==> src/rtl/scl_pkg.sv <==
// Shared types and register encoding for the SCL clock generator.
// Assumes a 2-bit register address and a 3-bit control register.
package scl_pkg;

    localparam logic [1:0] ADDR_CTRL = 2'd0;
    localparam logic [1:0] ADDR_DIV  = 2'd1;
    localparam logic [1:0] ADDR_RISE = 2'd2;

    // Control register, bit 0 = enable, bit 1 = fast, bit 2 = 16:9 duty
    typedef struct packed {
        logic duty;
        logic fast;
        logic en;
    } ctrl_t;

    typedef enum logic [1:0] {
        MODE_STD    = 2'd0,
        MODE_FAST21 = 2'd1,
        MODE_FAST16 = 2'd2
    } speed_mode_t;

    typedef enum logic [1:0] {
        PH_IDLE = 2'd0,
        PH_LOW  = 2'd1,
        PH_HIGH = 2'd2
    } phase_t;

    // Map control bits to a timing mode; duty matters only in fast mode
    function automatic speed_mode_t mode_of(input ctrl_t c);
        if (!c.fast)
            return MODE_STD;
        else if (c.duty)
            return MODE_FAST16;
        else
            return MODE_FAST21;
    endfunction

endpackage

==> src/rtl/scl_cfg_regs.sv <==
// Configuration registers: control, divider and rise allowance.
// The control register is always writable. The divider and rise allowance
// are locked while enable is set. Divider writes below the mode minimum are
// raised to that minimum, using the mode held in control at write time.
module scl_cfg_regs
    import scl_pkg::*;
#(
    parameter int DATA_W       = 16,
    parameter int DIV_W        = 12,
    parameter int RISE_W       = 6,
    parameter int DIV_MIN      = 4,
    parameter int DIV_MIN_FAST = 1,
    parameter int RISE_RST     = 2
) (
    input  logic              clk,
    input  logic              rst_n,
    input  logic              wr,
    input  logic [1:0]        addr,
    input  logic [DATA_W-1:0] wdata,
    output ctrl_t             ctrl_q,
    output logic [DIV_W-1:0]  div_q,
    output logic [RISE_W-1:0] rise_q,
    output logic [DATA_W-1:0] rdata
);

    localparam logic [DIV_W-1:0] MIN_STD  = DIV_W'(DIV_MIN);
    localparam logic [DIV_W-1:0] MIN_FAST = DIV_W'(DIV_MIN_FAST);

    logic [DIV_W-1:0] wr_div;
    logic [DIV_W-1:0] div_floor;
    logic [DIV_W-1:0] div_clamped;
    logic             unused_wdata_hi;

    assign wr_div          = wdata[DIV_W-1:0];
    assign unused_wdata_hi = ^wdata[DATA_W-1:DIV_W];

    // Pick the floor for the divider from the currently held mode
    always_comb begin
        if (mode_of(ctrl_q) == MODE_FAST16)
            div_floor = MIN_FAST;
        else
            div_floor = MIN_STD;
    end

    // Raise a too-small divider value to the floor
    always_comb begin
        div_clamped = (wr_div < div_floor) ? div_floor : wr_div;
    end

    // Register updates with write lock on timing fields
    always_ff @(posedge clk) begin
        if (!rst_n) begin
            ctrl_q <= '0;
            div_q  <= MIN_STD;
            rise_q <= RISE_W'(RISE_RST);
        end else if (wr) begin
            case (addr)
                ADDR_CTRL: ctrl_q <= ctrl_t'(wdata[2:0]);
                ADDR_DIV:  if (!ctrl_q.en) div_q  <= div_clamped;
                ADDR_RISE: if (!ctrl_q.en) rise_q <= wdata[RISE_W-1:0];
                default:   ;
            endcase
        end
    end

    // Read multiplexer
    always_comb begin
        case (addr)
            ADDR_CTRL: rdata = DATA_W'(ctrl_q);
            ADDR_DIV:  rdata = DATA_W'(div_q);
            ADDR_RISE: rdata = DATA_W'(rise_q);
            default:   rdata = '0;
        endcase
    end

endmodule

==> src/rtl/scl_phase_calc.sv <==
// Converts divider and speed mode into low and high phase lengths in clock
// cycles. Purely combinational; assumes CNT_W >= DIV_W + 4 so 16*N fits.
module scl_phase_calc
    import scl_pkg::*;
#(
    parameter int DIV_W = 12,
    parameter int CNT_W = DIV_W + 4
) (
    input  speed_mode_t      mode,
    input  logic [DIV_W-1:0] div,
    output logic [CNT_W-1:0] low_len,
    output logic [CNT_W-1:0] high_len
);

    logic [CNT_W-1:0] n;

    assign n = CNT_W'(div);

    // Multiply the divider by the mode ratio using shifts and adds
    always_comb begin
        case (mode)
            MODE_FAST21: begin
                low_len  = n << 1;
                high_len = n;
            end
            MODE_FAST16: begin
                low_len  = n << 4;
                high_len = (n << 3) + n;
            end
            default: begin
                low_len  = n;
                high_len = n;
            end
        endcase
    end

endmodule

==> src/rtl/scl_phase_fsm.sv <==
// Low/high phase sequencer that drives the open-drain SCL enable.
// The high count advances while SCL reads high, or while it is still low
// within the rise allowance; otherwise it pauses (clock stretching).
// Assumes scl_in is synchronous to clk and both lengths are at least 1.
module scl_phase_fsm
    import scl_pkg::*;
#(
    parameter int CNT_W  = 16,
    parameter int RISE_W = 6
) (
    input  logic              clk,
    input  logic              rst_n,
    input  logic              en,
    input  logic [CNT_W-1:0]  low_len,
    input  logic [CNT_W-1:0]  high_len,
    input  logic [RISE_W-1:0] rise_allow,
    input  logic              scl_in,
    output logic              scl_oe,
    output phase_t            phase,
    output logic              stall
);

    logic [CNT_W-1:0]  cnt;
    logic [RISE_W-1:0] rise_cnt;
    logic              seen_high;
    logic              advance;
    logic              low_done;
    logic              high_done;

    // High-phase progress condition
    assign advance   = seen_high | scl_in | (rise_cnt < rise_allow);
    assign stall     = (phase == PH_HIGH) && !advance;
    assign low_done  = cnt >= (low_len - CNT_W'(1));
    assign high_done = cnt >= (high_len - CNT_W'(1));
    assign scl_oe    = (phase == PH_LOW);

    // Phase sequencing and counters; disable acts as a synchronous clear
    always_ff @(posedge clk) begin
        if (!rst_n || !en) begin
            phase     <= PH_IDLE;
            cnt       <= '0;
            rise_cnt  <= '0;
            seen_high <= 1'b0;
        end else begin
            case (phase)
                PH_IDLE: begin
                    phase <= PH_LOW;
                    cnt   <= '0;
                end
                PH_LOW: begin
                    if (low_done) begin
                        phase     <= PH_HIGH;
                        cnt       <= '0;
                        rise_cnt  <= '0;
                        seen_high <= 1'b0;
                    end else begin
                        cnt <= cnt + CNT_W'(1);
                    end
                end
                PH_HIGH: begin
                    if (scl_in)
                        seen_high <= 1'b1;
                    if (!scl_in && !seen_high && (rise_cnt < rise_allow))
                        rise_cnt <= rise_cnt + RISE_W'(1);
                    if (advance) begin
                        if (high_done) begin
                            phase <= PH_LOW;
                            cnt   <= '0;
                        end else begin
                            cnt <= cnt + CNT_W'(1);
                        end
                    end
                end
                default: phase <= PH_IDLE;
            endcase
        end
    end

endmodule

==> src/rtl/scl_clkgen.sv <==
// Top level of the SCL clock generator: register port, phase length
// calculation and phase sequencer. SCL leaves only through scl_oe
// (1 = pull low); the wire is read back on scl_in.
module scl_clkgen
    import scl_pkg::*;
#(
    parameter int DATA_W       = 16,
    parameter int DIV_W        = 12,
    parameter int RISE_W       = 6,
    parameter int DIV_MIN      = 4,
    parameter int DIV_MIN_FAST = 1,
    parameter int RISE_RST     = 2
) (
    input  logic              clk,
    input  logic              rst_n,
    input  logic              cfg_wr,
    input  logic [1:0]        cfg_addr,
    input  logic [DATA_W-1:0] cfg_wdata,
    output logic [DATA_W-1:0] cfg_rdata,
    input  logic              scl_in,
    output logic              scl_oe
);

    localparam int CNT_W = DIV_W + 4;

    ctrl_t             ctrl_q;
    logic              ctrl_en;
    logic [DIV_W-1:0]  div_q;
    logic [RISE_W-1:0] rise_q;
    logic [CNT_W-1:0]  low_len;
    logic [CNT_W-1:0]  high_len;
    phase_t            phase;
    logic              stall;

    assign ctrl_en = ctrl_q.en;

    scl_cfg_regs #(
        .DATA_W(DATA_W), .DIV_W(DIV_W), .RISE_W(RISE_W),
        .DIV_MIN(DIV_MIN), .DIV_MIN_FAST(DIV_MIN_FAST), .RISE_RST(RISE_RST)
    ) u_regs (
        .clk(clk), .rst_n(rst_n), .wr(cfg_wr), .addr(cfg_addr),
        .wdata(cfg_wdata), .ctrl_q(ctrl_q), .div_q(div_q),
        .rise_q(rise_q), .rdata(cfg_rdata)
    );

    scl_phase_calc #(
        .DIV_W(DIV_W), .CNT_W(CNT_W)
    ) u_calc (
        .mode(mode_of(ctrl_q)), .div(div_q),
        .low_len(low_len), .high_len(high_len)
    );

    scl_phase_fsm #(
        .CNT_W(CNT_W), .RISE_W(RISE_W)
    ) u_fsm (
        .clk(clk), .rst_n(rst_n), .en(ctrl_en),
        .low_len(low_len), .high_len(high_len), .rise_allow(rise_q),
        .scl_in(scl_in), .scl_oe(scl_oe), .phase(phase), .stall(stall)
    );

endmodule

==> config.mk <==
export PLATFORM = sky130hd
export DESIGN_NAME = scl_clkgen
export DESIGN_NICKNAME = d
export VERILOG_FILES = /design/src/rtl/scl_pkg.sv /design/src/rtl/scl_cfg_regs.sv /design/src/rtl/scl_phase_calc.sv /design/src/rtl/scl_phase_fsm.sv /design/src/rtl/scl_clkgen.sv
export SDC_FILE = /design/constraint.sdc
export NUM_CORES = 1
export LEC_CHECK = 0
export ABC_CLOCK_PERIOD_IN_PS = 5800
export BUFFER_PORTS_ARGS = -buffer_cell sky130_fd_sc_hd__buf_2
export CORE_MARGIN = 2
export CORE_UTILIZATION = 43
export DETAILED_ROUTE_END_ITERATION = 8
export GPL_TIMING_DRIVEN = 0
export HOLD_SLACK_MARGIN = 0.05
export PLACE_DENSITY_LB_ADDON = 0.3
export SYNTH_ARGS = -nofsm -noshare
export SYNTH_HDL_FRONTEND = slang
export SYNTH_SLANG_ARGS = --single-unit
==> constraint.sdc <==
create_clock -name clk -period 5.8 [get_ports clk]
set_input_delay 1.16 -clock clk [delete_from_list [all_inputs] [get_ports clk]]
set_output_delay 1.16 -clock clk [all_outputs]
set_load 0.02 [all_outputs]
* After elaboration in Yosys (flattened, before gate mapping) *
Index checks and enable logic that the tools add are counted.

word-level totals
  flip-flop bits (word level) = 46

cells by class
  bitwise operators = 3
  mux-type cells = 21
  magnitude comparators = 4
  add/sub/neg operators = 5
  equality and inequality tests = 11
  reduce and logical (&&, ||, !) cells = 18

operator list
  kind                                                   number
  two-way mux 16 bit                                     4
  one-hot mux 16 bit (3 select lines)                    1
  one-hot mux 12 bit (3 select lines)                    1
  >= comparator 16 bit                                   2
  one-hot mux 16 bit (2 select lines)                    1
  subtractor 16 x 1 -> 16 bit, second input constant     2
  adder 15 x 12 -> 16 bit                                1
  adder 16 x 1 -> 16 bit, second input constant          1
  AND reduction 3 bit                                    5
  < comparator 12 x 3 -> 1 bit                           1
  two-way mux 12 bit                                     1
  two-way mux 6 bit                                      2
  one-hot mux 6 bit (2 select lines)                     1
  two-way mux 2 bit                                      5
  adder 6 x 1 -> 6 bit, second input constant            1
  equality test 2 x 1 -> 1 bit, second input constant    3
  equality test 2 bit, second input constant             3
  < comparator 6 bit                                     1
  inequality test 2 x 1 -> 1 bit, second input constant  3
  one-hot mux 2 bit (3 select lines)                     1
  zero test 1 bit                                        4
  zero test 2 bit                                        2
  inequality test 2 bit, second input constant           2
  AND reduction 2 bit                                    2
  9 further kinds                                        12

* Longest topological paths before layout *
Gate-level depths: netlist of the first run.

  word-level depth = 9
  depth in mapped cells = 21

* Cells and area by module *
A second synthesis of the first run with hierarchy kept.

second synthesis, totals
  cell total of the unflattened synthesis = 575
  area total of the unflattened synthesis = 4623.2 sq um

by module, submodules not included
  module          times used  area each (sq um)  seq. area each (sq um)  cells each
  scl_phase_fsm   1           2671.3             500.5                   330
  scl_cfg_regs    1           1069.8             420.4                   122
  scl_phase_calc  1           865.8              0.0                     121
  scl_clkgen      1           16.3               0.0                     2

* Worst setup path after synthesis of the first run *
No wires, ideal clock.

  path kind = register -> register
  start = reg u_regs.div_q[1]
  end = reg u_fsm.cnt[8]
  arrival = 4.166 ns
  setup time = 0.059 ns
  setup slack = 1.576 ns
  stages on the path, launching flop included = 19
  cell sequence = dfxtp_1 -> clkbuf_1 -> inv_1 -> fa_1 -> nor2b_1 -> o31ai_1 -> a21boi_0 -> o21a_1 -> nor3_1 -> nand2_1 -> xor2_1 -> ha_1 -> a21o_1 -> a211o_1 -> a2111oi_0 -> o21ai_0 -> a21oi_1 -> and2_1 -> a22o_1

between the ends
  cells in the longest elaborated chain, start to end = 7

ends and longest elaborated chain
  item                                   RTL line              RTL
  start: declaration                     scl_cfg_regs.sv:21    output logic [DIV_W-1:0] div_q,
  start signal: assignment               scl_cfg_regs.sv:59    ADDR_DIV: if (!ctrl_q.en) div_q <= div_clamped;
  adder 15 x 12 -> 16 bit                scl_phase_calc.sv:28  high_len = (n << 3) + n;
  two-way mux 16 bit                     scl_phase_calc.sv:21  case (mode)
  subtractor 16 x 1 -> 16 bit            scl_phase_fsm.sv:34   assign high_done = cnt >= (high_len - CNT_W'(1));
  >= comparator 16 bit                   scl_phase_fsm.sv:34
  two-way mux 16 bit                     scl_phase_fsm.sv:66   if (high_done) begin
  two-way mux 16 bit                     scl_phase_fsm.sv:65   if (advance) begin
  one-hot mux 16 bit (3 select lines) *  scl_phase_fsm.sv:45   case (phase)
  end signal: assignment                 scl_phase_fsm.sv:57   cnt <= cnt + CNT_W'(1);
  end signal: assignment                 scl_phase_fsm.sv:70   cnt <= cnt + CNT_W'(1);
  end: declaration                       scl_phase_fsm.sv:23   logic [CNT_W-1:0] cnt;

Every way passes the cells marked *; elsewhere a longest branch is shown, timed or not. The select of a mux whose other input is x is not followed.
A chain may end at the register's enable or synchronous reset.

* Worst setup path in the final report of the first run *
  start = reg u_regs.div_q[4]
  end = reg u_fsm.cnt[14]

Same word-level chain as after synthesis.

==> metrics list, run 1 <==
* Run status: finished clean
- After the first detailed-routing iteration, the DRC count stood at between 200 and 300.
* Clock root buffer: sky130_fd_sc_hd__clkbuf_8
- Largest family of logic cells by synthesized area: simple AND/OR/NAND/NOR gates
* Cells on Worst Hold Path: 2
- Total gr overflow: 0
* Post-synthesis sequential element count: between 40 and 50
* Most instantiated flip-flop cell in the synthesis netlist: sky130_fd_sc_hd__dfxtp_1
- Top post-synthesis cells by area: sky130_fd_sc_hd__dfxtp_1 20%, sky130_fd_sc_hd__ha_1 15%, sky130_fd_sc_hd__nand2_1 5.4%
* Most used cell along the critical path: sky130_fd_sc_hd__nor2_1
* Setup TNS: 0 ns
- Required time reported for the critical path endpoint: ~6 ns
- Final standard cell count with taps included and fillers excluded: 772
- CTS hold repair buffers: 0
* Area share of the leading cell type in the synthesized netlist: between 10% and 20%
- All-layer global routing usage: a little over a fifth
- The via count of the first global-routing pass is slightly above 4000.
- On the critical path, the stage with the largest delay is an instance of sky130_fd_sc_hd__nor2_1.
* Final antenna diode count: 0
- In this run the vertical extent of the chip is 108 µm.
- The core region is a little over 0.01 mm².
- For this run, the slowest stage of the critical path takes around 0.54 ns.
- Entering global routing, the biggest net connects 15 pins.
- Initial Util: 44.5%
* Areal power density over the cells: roughly 140 mW/mm²
* Register-to-Register Path Depth: 18
- Hold Path Class: flop to flop
- Drt first pass iters: 5
* Post-CTS setup buffer count: 0
- The clock net in this run drives a total of 46 sinks.
- Routed via count: approximately 4400
- Of the total synthesized cell area, the portion taken by full adders, half adders and majority gates is ~15%.
* Delay-heaviest family, CP: compound AO/OA/AOI/OAI gates
- In this run the number of H-tree levels came out at 2.
- Synth warn: 0
* Final-report max-slew violation count: 0
- No sink is reached through more buffers than the 2 on the longest clock path.
- Number of placement rows: 37
* Number of remaining DRC errors: 0
* Count of instances resized after the clock tree is built: 0
- Seq/Total Area, Yosys: roughly 20%
* Capturing point of the worst reg2reg path: u_fsm.cnt[14]
* Worst setup SP type: flop
* Area of the die: 0.0116 mm²
* Dpl hpwl: slightly above 9 mm
- After synthesis, the netlist uses 65 different library cells.
* Routed WL: 11.8 mm
- Final hold violation count: 0
- The portion of synthesized area spent on multiplexers is about 4.8%.
- Setup repair after global routing left no endpoint under its margin.
* Insertion delay to the later sink of the worst-skew pair: 0.31 ns
- Final Skew: around 0.008 ns
- Period utilisation layout: about 90%
- Pin placement for this block handled 39 I/O pins.
- The worst setup path is captured at a flop.
- Worst reg2reg startpoint: u_regs.div_q[4]
- Routability-driven placement finished with a final weighted congestion of slightly below 0.9.
- Number of antenna violations at the first check in global routing: 0
- For this design the static power due to leakage is a little over 2 nW.
- Peak clock frequency supported by timing: between 0.15 and 0.2 GHz
- In this run the most critical hold path is launched from u_fsm.rise_cnt[5].
* Fill count: about 1000
- The detail route stage leaves a number of antenna-violating nets equal to 0.
* Capture endpoint of the worst hold path: u_fsm.rise_cnt[5]
- Max-cap violations in this run came to 0.
- The number of buffers and inverters on the critical path is 2.
* Data arrival, critical path: about 5.4 ns
- Layout net count: 713
* Minimum clock period after layout: ~5.2 ns
- The average instance in the mapped netlist occupies 7.74 µm².
- Largest fanout on the critical path: 10
- Flop-to-flop setup slack: roughly 0.60 ns
* Maximum vdd ir drop: roughly 0.097 mV
- Setup violations remaining at the end of the flow were counted as 0.
* Least-Margin Pin Slew: 0.877 ns
* Leading area contributor after synthesis: sky130_fd_sc_hd__dfxtp_1
* Clk slew on worst S/H paths: about 0.09 ns
- Counting tap cells, the placed design contains a total of roughly 760 instances.
- Chip Width: between 100 and 150 µm
- TritonCTS clock tree: yes
- Average detailed-routed wire length per instance: 15.3 µm
- Summing the areas of all and, or, nand and nor instances in the mapped netlist gives a little over a quarter of the synthesized area.
* Post-synthesis xor/xnor area fraction: 7.59%
* Global-route wire length before repair: roughly 20 mm
* Vias/cell: 5.73
* Complex-gate fraction of the synthesized area: between 20% and 30%
* Slew Limit Headroom: roughly two fifths
- Post-synth EDFFs: 0
- After synthesis the cells add up to between 0.004 and 0.005 mm².
- Ys async rst share: 0%
- Stages on worst setup path: 18
* Crit path cell chain: clkbuf_1 > inv_1 > fa_1 > nor2b_1 > o31ai_2 > a21boi_0 > o21a_1 > nor3_1 > and3_1 > a21o_1 > o311ai_0 > ha_1 > o2111a_1 > o211ai_1 > o21ai_0 > a21oi_2 > nor2_1 > nor2_1
- Number of cells produced by synthesis: roughly 600
- TritonCTS buffer count: 5
- The worst setup path is of the flop to flop kind.
* Number of port buffers: 29
- In the final layout, the share of cells above drive strength 1 is under 10%.
- From synthesis to final layout, the design area changed by 9.14%.
[report_power, final]
part	total (W)	switching, W	internal, W
logic	0.000155	0.0000900	0.0000646
clock network	0.000205	0.000119	0.0000854
registers	0.000328	0.00000740	0.000321
total	0.000688	0.000217	0.000471
[state kept, by name (all words and copies together), names as in the netlist]
register / flops
u_fsm.cnt: 16
u_regs.div_q: 12
u_fsm.rise_cnt: 6
u_regs.rise_q: 6
u_regs.ctrl_q: 3
u_fsm.phase: 2
u_fsm.seen_high: 1
[worst max path at each step]
stage | start | endpoint | slack [ns]
after floorplan | u_regs.div_q[1] | u_fsm.cnt[8] | 1.58
after global placement | u_regs.div_q[5] | u_fsm.cnt[4] | 0.66
after detailed placement | u_regs.div_q[5] | u_fsm.cnt[14] | 0.50
after CTS | u_regs.div_q[5] | u_fsm.cnt[14] | 0.48
after global routing | u_regs.div_q[4] | u_fsm.cnt[13] | 0.09
final | u_regs.div_q[4] | u_fsm.cnt[14] | 0.60
[layout make-up]
| cell class | instances | area, µm² | area share [%] |
|---|---|---|---|
| multi-input combinational | 498 | 3490 | 69.3 |
| sequential | 46 | 921 | 18.3 |
| tap | 136 | 170 | 3.38 |
| timing repair buffer | 29 | 145 | 2.88 |
| buffer | 31 | 135 | 2.68 |
| inverter | 24 | 90.1 | 1.79 |
| clock buffer | 6 | 72.6 | 1.44 |
| clock inverter | 2 | 13.8 | 0.273 |
[worst register-to-register path, delay by kind of cell (launching register included)]
family	cells	cell delay [ns]
DFF	1	0.37
buffers and inverters	2	0.55
and+or+nand+nor	5	1.60
adders and majority gates	2	0.82
AOI/OAI and AO/OA	9	1.73
[layer usage]
layer,part of all wire [%],up-vias,global-route usage [%]
met3,5.2,17,2.42
met4,2.3,0,7.23
li1,-,2217,-
met1,46,2067,29.3
met5,0,-,0
met2,46,121,34.9
[synth_stat cells (2+ instances only)]
library cell,count
sky130_fd_sc_hd__a21oi_1,26
sky130_fd_sc_hd__nor2_1,45
sky130_fd_sc_hd__xor2_1,19
sky130_fd_sc_hd__a2111o_1,2
sky130_fd_sc_hd__a21boi_0,12
sky130_fd_sc_hd__mux2i_1,20
sky130_fd_sc_hd__nand2_1,67
sky130_fd_sc_hd__a221oi_1,3
sky130_fd_sc_hd__xnor2_1,21
sky130_fd_sc_hd__o21ai_1,3
sky130_fd_sc_hd__nor4_1,6
sky130_fd_sc_hd__and3_1,6
sky130_fd_sc_hd__o21ai_0,29
sky130_fd_sc_hd__clkbuf_1,23
sky130_fd_sc_hd__o21bai_1,2
sky130_fd_sc_hd__a211o_1,2
sky130_fd_sc_hd__a21o_1,13
sky130_fd_sc_hd__a211oi_1,8
sky130_fd_sc_hd__nor3_1,12
sky130_fd_sc_hd__buf_2,3
sky130_fd_sc_hd__o21a_1,3
sky130_fd_sc_hd__a22o_1,6
sky130_fd_sc_hd__inv_1,24
sky130_fd_sc_hd__nand3_1,22
sky130_fd_sc_hd__or3_1,9
sky130_fd_sc_hd__dfxtp_1,46
sky130_fd_sc_hd__buf_4,4
sky130_fd_sc_hd__a2111oi_0,4
sky130_fd_sc_hd__nor3b_1,7
sky130_fd_sc_hd__o31ai_1,3
sky130_fd_sc_hd__and2_1,10
sky130_fd_sc_hd__nand3b_1,3
sky130_fd_sc_hd__mux2_2,2
sky130_fd_sc_hd__o211ai_1,6
sky130_fd_sc_hd__and3b_1,2
sky130_fd_sc_hd__nor2b_1,21
sky130_fd_sc_hd__nand2b_1,7
sky130_fd_sc_hd__nand4_1,13
sky130_fd_sc_hd__a22oi_1,2
sky130_fd_sc_hd__ha_1,55
[stage by stage]
step	hold WS, ns	setup slack [ns]	utilization, %	cell area [µm²]	power (W)
finish	0.498	0.599	48.6	5040	0.000688
global route	0.526	0.0887	48.6	5040	0.000726
CTS	0.501	0.479	48.5	5030	0.000690
detailed placement	0.487	0.498	47.7	4940	0.000488
global placement	0.479	0.664	47.7	4940	0.000483
floorplan	0.464	1.58	-	4630	0.000447
[kinds of logic (layout without fill, tap and decap cells)]
| family | after synthesis | count (layout) |
|---|---|---|
| xor+xnor | 40 | 40 |
| compound gates | 138 | 138 |
| flops | 46 | 46 |
| buf+inv | 55 | 92 |
| other cells | 1 | 4 |
| mux | 22 | 22 |
| simple gates | 238 | 238 |
| fa+ha+maj | 56 | 56 |
[cell usage in the layout, fill, tap and decap left out, types with 3 or more instances in the layout]
cell type and instances:
sky130_fd_sc_hd__a2111oi_0 4, sky130_fd_sc_hd__a211oi_1 8, sky130_fd_sc_hd__a21boi_0 12, sky130_fd_sc_hd__a21o_1 13, sky130_fd_sc_hd__a21oi_1 25, sky130_fd_sc_hd__a221oi_1 3
sky130_fd_sc_hd__a22o_1 6, sky130_fd_sc_hd__and2_1 10, sky130_fd_sc_hd__and3_1 6, sky130_fd_sc_hd__buf_2 32, sky130_fd_sc_hd__buf_4 4, sky130_fd_sc_hd__clkbuf_1 24
sky130_fd_sc_hd__clkbuf_8 5, sky130_fd_sc_hd__conb_1 4, sky130_fd_sc_hd__dfxtp_1 46, sky130_fd_sc_hd__ha_1 55, sky130_fd_sc_hd__inv_1 24, sky130_fd_sc_hd__mux2i_1 20
sky130_fd_sc_hd__nand2_1 67, sky130_fd_sc_hd__nand2b_1 7, sky130_fd_sc_hd__nand3_1 22, sky130_fd_sc_hd__nand3b_1 3, sky130_fd_sc_hd__nand4_1 13, sky130_fd_sc_hd__nor2_1 45
sky130_fd_sc_hd__nor2b_1 21, sky130_fd_sc_hd__nor3_1 12, sky130_fd_sc_hd__nor3b_1 7, sky130_fd_sc_hd__nor4_1 6, sky130_fd_sc_hd__o211ai_1 6, sky130_fd_sc_hd__o21a_1 3
sky130_fd_sc_hd__o21ai_0 29, sky130_fd_sc_hd__o21ai_1 3, sky130_fd_sc_hd__or3_1 9, sky130_fd_sc_hd__xnor2_1 21, sky130_fd_sc_hd__xor2_1 19
Power figures use the tool's default switching activity.
==> run 2, diff against run 1 <==
--- a/config.mk
+++ b/config.mk
@@ -12,6 +12,7 @@
 export DETAILED_ROUTE_END_ITERATION = 8
 export GPL_TIMING_DRIVEN = 0
 export HOLD_SLACK_MARGIN = 0.05
+export MAX_ROUTING_LAYER = met4
 export PLACE_DENSITY_LB_ADDON = 0.3
 export SYNTH_ARGS = -nofsm -noshare
 export SYNTH_HDL_FRONTEND = slang
==> run 2 against run 1 <==
Effect of this change: cell area is the same; first-iteration DRC count up 4.0%; sequential power about the same.
==> metrics list, run 2 (synthesized netlist as in run 1, its figures left out) <==
- The worst setup path is launched from a flop.
- The area of the die is 0.0116 mm² (unchanged).
- The half-perimeter wire length after detailed placement is 9.21 mm (unchanged).
* Clock root buffer: sky130_fd_sc_hd__clkbuf_8
- The number of I/O pins is 39 (unchanged).
- Final Skew: 0.00883 ns (+0.000840 ns)
- Largest fanout on the critical path: 10 (unchanged)
- The number of instances on the worst hold path is 2 (unchanged).
- The worst setup path is captured at a flop.
* Register containing the most flip-flops in the final layout: u_fsm.cnt
- The die height is 108 µm (unchanged).
* Peak clock frequency supported by timing: 0.192 GHz (-0.10%)
- Most common library cell in the layout ignoring fill and taps: sky130_fd_sc_hd__nand2_1
* Final-report max-slew violation count: 0 (unchanged)
* Total leakage power: 2.03 nW (unchanged)
- Final antenna diode count: 0 (unchanged)
* Unrepaired setup endpoints after global routing: no
- In this run the critical register-to-register path is captured at u_fsm.cnt[14].
- Period utilisation layout: 89.8% (+0.093 points)
- Power after layout: 0.000687 W (about the same)
* Slew Limit Headroom: 40.0% (-1.1 points)
- Count of final setup violators: 0 (unchanged)
* Number of port buffers: 29 (unchanged)
- The routed wirelength normalized by instance count is 15.4 µm (+0.15%).
- The largest registers in the layout are u_fsm.cnt (16), u_regs.div_q (12).
- TritonCTS built the clock tree.
* Number of placement rows: 37 (unchanged)
- The pin count of the biggest net entering global routing was 15 (unchanged).
- The first-pass GRT wire length came to 19.9 mm (about the same).
- Post-CTS setup buffer count: 0 (unchanged)
- The horizontal extent of the die was 108 µm (unchanged).
- The count of unresolved DRC violations after routing was 0 (unchanged).
- The proportion of layout cells with a drive suffix above 1 was 8.49% (unchanged).
* Initial Util: 44.5% (unchanged)
- The count of nets after finishing was 713 (unchanged).
- Vias in the first global route: 4076 (-0.098%)
- The cell count of the worst reg-to-reg path came to 18 (unchanged).
- Number of antenna violations at the first check in global routing: 0 (unchanged)
* Maximum vdd ir drop: 0.0968 mV (-0.16%)
- Max-Cap Viols: 0 (unchanged)
* Max clock buf depth: 2 (unchanged)
- Routed via count: 4410 (-0.27%)
* Maximum level of the CTS H-tree: 2 (unchanged)
- The tightest min-delay check is of the flop to flop type.
- Final hold violation count: 0 (unchanged)
- The core area is 0.0104 mm² (unchanged).
- Count of instances resized after the clock tree is built: 0 (unchanged)
* Run status: finished clean
- Total gr overflow: 0 (unchanged)
- The accumulated negative setup slack is 0 ns (unchanged).
- Minimum clock period after layout: 5.21 ns (+0.00540 ns)
- Drt initial violations: 285 (+4.0%)
- All-layer global routing usage: 22.0% (+0.60 points)
- The via density per instance was 5.71 (-0.27%).
- The global placement routability congestion is 0.888 (+1.6%).
* Least-Margin Pin Slew: 0.893 ns (+0.0159 ns)
- Flop-to-flop setup slack: 0.59 ns (about the same)
* Routed WL: 11.9 mm (+0.15%)
* Areal power density over the cells: 136 mW/mm² (about the same)
- CTS hold repair buffers: 0 (unchanged)
- The most critical setup path has its endpoint at u_fsm.cnt[14].
- The remaining antenna violation count after routing is 0 (unchanged).
* Data arrival, critical path: 5.38 ns (about the same)
- The top cell types in the final layout, fill and taps aside, are 67 x sky130_fd_sc_hd__nand2_1, 55 x sky130_fd_sc_hd__ha_1, 46 x sky130_fd_sc_hd__dfxtp_1.
- The endpoint required time on the critical path was 5.98 ns (about the same).
- Drt first pass iters: 5 (unchanged)
- The critical path is of the flop to flop type.
- The clock net sink count is 46 (unchanged).
- Critical Path Start: u_regs.div_q[4]
* Number of flip-flops in the largest register: 16 (unchanged)
* Worst reg2reg startpoint: u_regs.div_q[4]
- Clk slew on worst S/H paths: 0.09 ns (about the same)
- The clock latency at the later pin of the worst-skew pair came to 0.31 ns (about the same).
- The number of buffers added by the clock tree synthesis step is 5 (unchanged).
- The growth of design area from synthesis to finish came to 9.14% (unchanged).
-- run 2: cell counts in the layout (fill, tap and decap cells not counted) --
No cell type changed its count.
-- run 2: metrics by stage --
stage / util, % / worst slack [ns] / instances / area [µm²] / hold WS, ns
6_report: 48.6 / 0.594 / 772 / 5040 / 0.499
4_1_cts: 48.5 / 0.479 / 772 / 5030 / 0.501
2_1_floorplan: - / 1.58 / 599 / 4630 / 0.464
5_1_grt: 48.6 / 0.0887 / 772 / 5040 / 0.526
3_3_place_gp: 47.7 / 0.664 / 764 / 4940 / 0.479
3_5_place_dp: 47.7 / 0.498 / 764 / 4940 / 0.487
-- run 2: final cells by class --
| class | count | area, µm² |
|---|---|---|
| buffer | 31 | 135 |
| clock buffer | 6 | 72.6 |
| clock inverter | 2 | 13.8 |
| fill | 1025 | 5330 |
| inverter | 24 | 90.1 |
| multi-input combinational | 498 | 3490 |
| sequential | 46 | 921 |
| tap | 136 | 170 |
| timing repair buffer | 29 | 145 |
-- run 2: layer usage --
metal / GRT usage (%) / wire, µm
met1: 29.3 / 5510
met2: 34.9 / 5470
met3: 2.42 / 612
met4: 7.23 / 276
met5: - / 0
-- run 2: power breakdown --
group          internal (W)  leakage [nW]  switching, W  total [W]
Combinational     0.0000646          1.62     0.0000903   0.000155
Sequential         0.000321         0.372    0.00000744   0.000328
Clock             0.0000854        0.0452      0.000118   0.000204
-- run 2: worst min path at each step --
stage | startpoint | end | slack [ns]
finish | u_fsm.rise_cnt[5] | u_fsm.rise_cnt[5] | 0.50
global route | u_fsm.cnt[0] | u_fsm.cnt[0] | 0.53
CTS | u_fsm.cnt[0] | u_fsm.cnt[0] | 0.50
detailed placement | u_fsm.rise_cnt[5] | u_fsm.rise_cnt[5] | 0.49
global placement | u_fsm.cnt[0] | u_fsm.cnt[0] | 0.48
floorplan | u_fsm.rise_cnt[5] | u_fsm.rise_cnt[5] | 0.46
-- run 2: worst max-delay path, stage by stage, from the launching register on --
cell                       delay, ns
sky130_fd_sc_hd__dfxtp_1        0.37
sky130_fd_sc_hd__clkbuf_1       0.42
sky130_fd_sc_hd__inv_1          0.13
sky130_fd_sc_hd__fa_1           0.45
sky130_fd_sc_hd__nor2b_1        0.19
sky130_fd_sc_hd__o31ai_2        0.14
sky130_fd_sc_hd__a21boi_0       0.20
sky130_fd_sc_hd__o21a_1         0.23
sky130_fd_sc_hd__nor3_1         0.46
sky130_fd_sc_hd__and3_1         0.28
sky130_fd_sc_hd__a21o_1         0.10
sky130_fd_sc_hd__o311ai_0       0.19
sky130_fd_sc_hd__ha_1           0.37
sky130_fd_sc_hd__o2111a_1       0.20
sky130_fd_sc_hd__o211ai_1       0.09
sky130_fd_sc_hd__o21ai_0        0.40
sky130_fd_sc_hd__a21oi_2        0.18
sky130_fd_sc_hd__nor2_1         0.54
sky130_fd_sc_hd__nor2_1         0.13
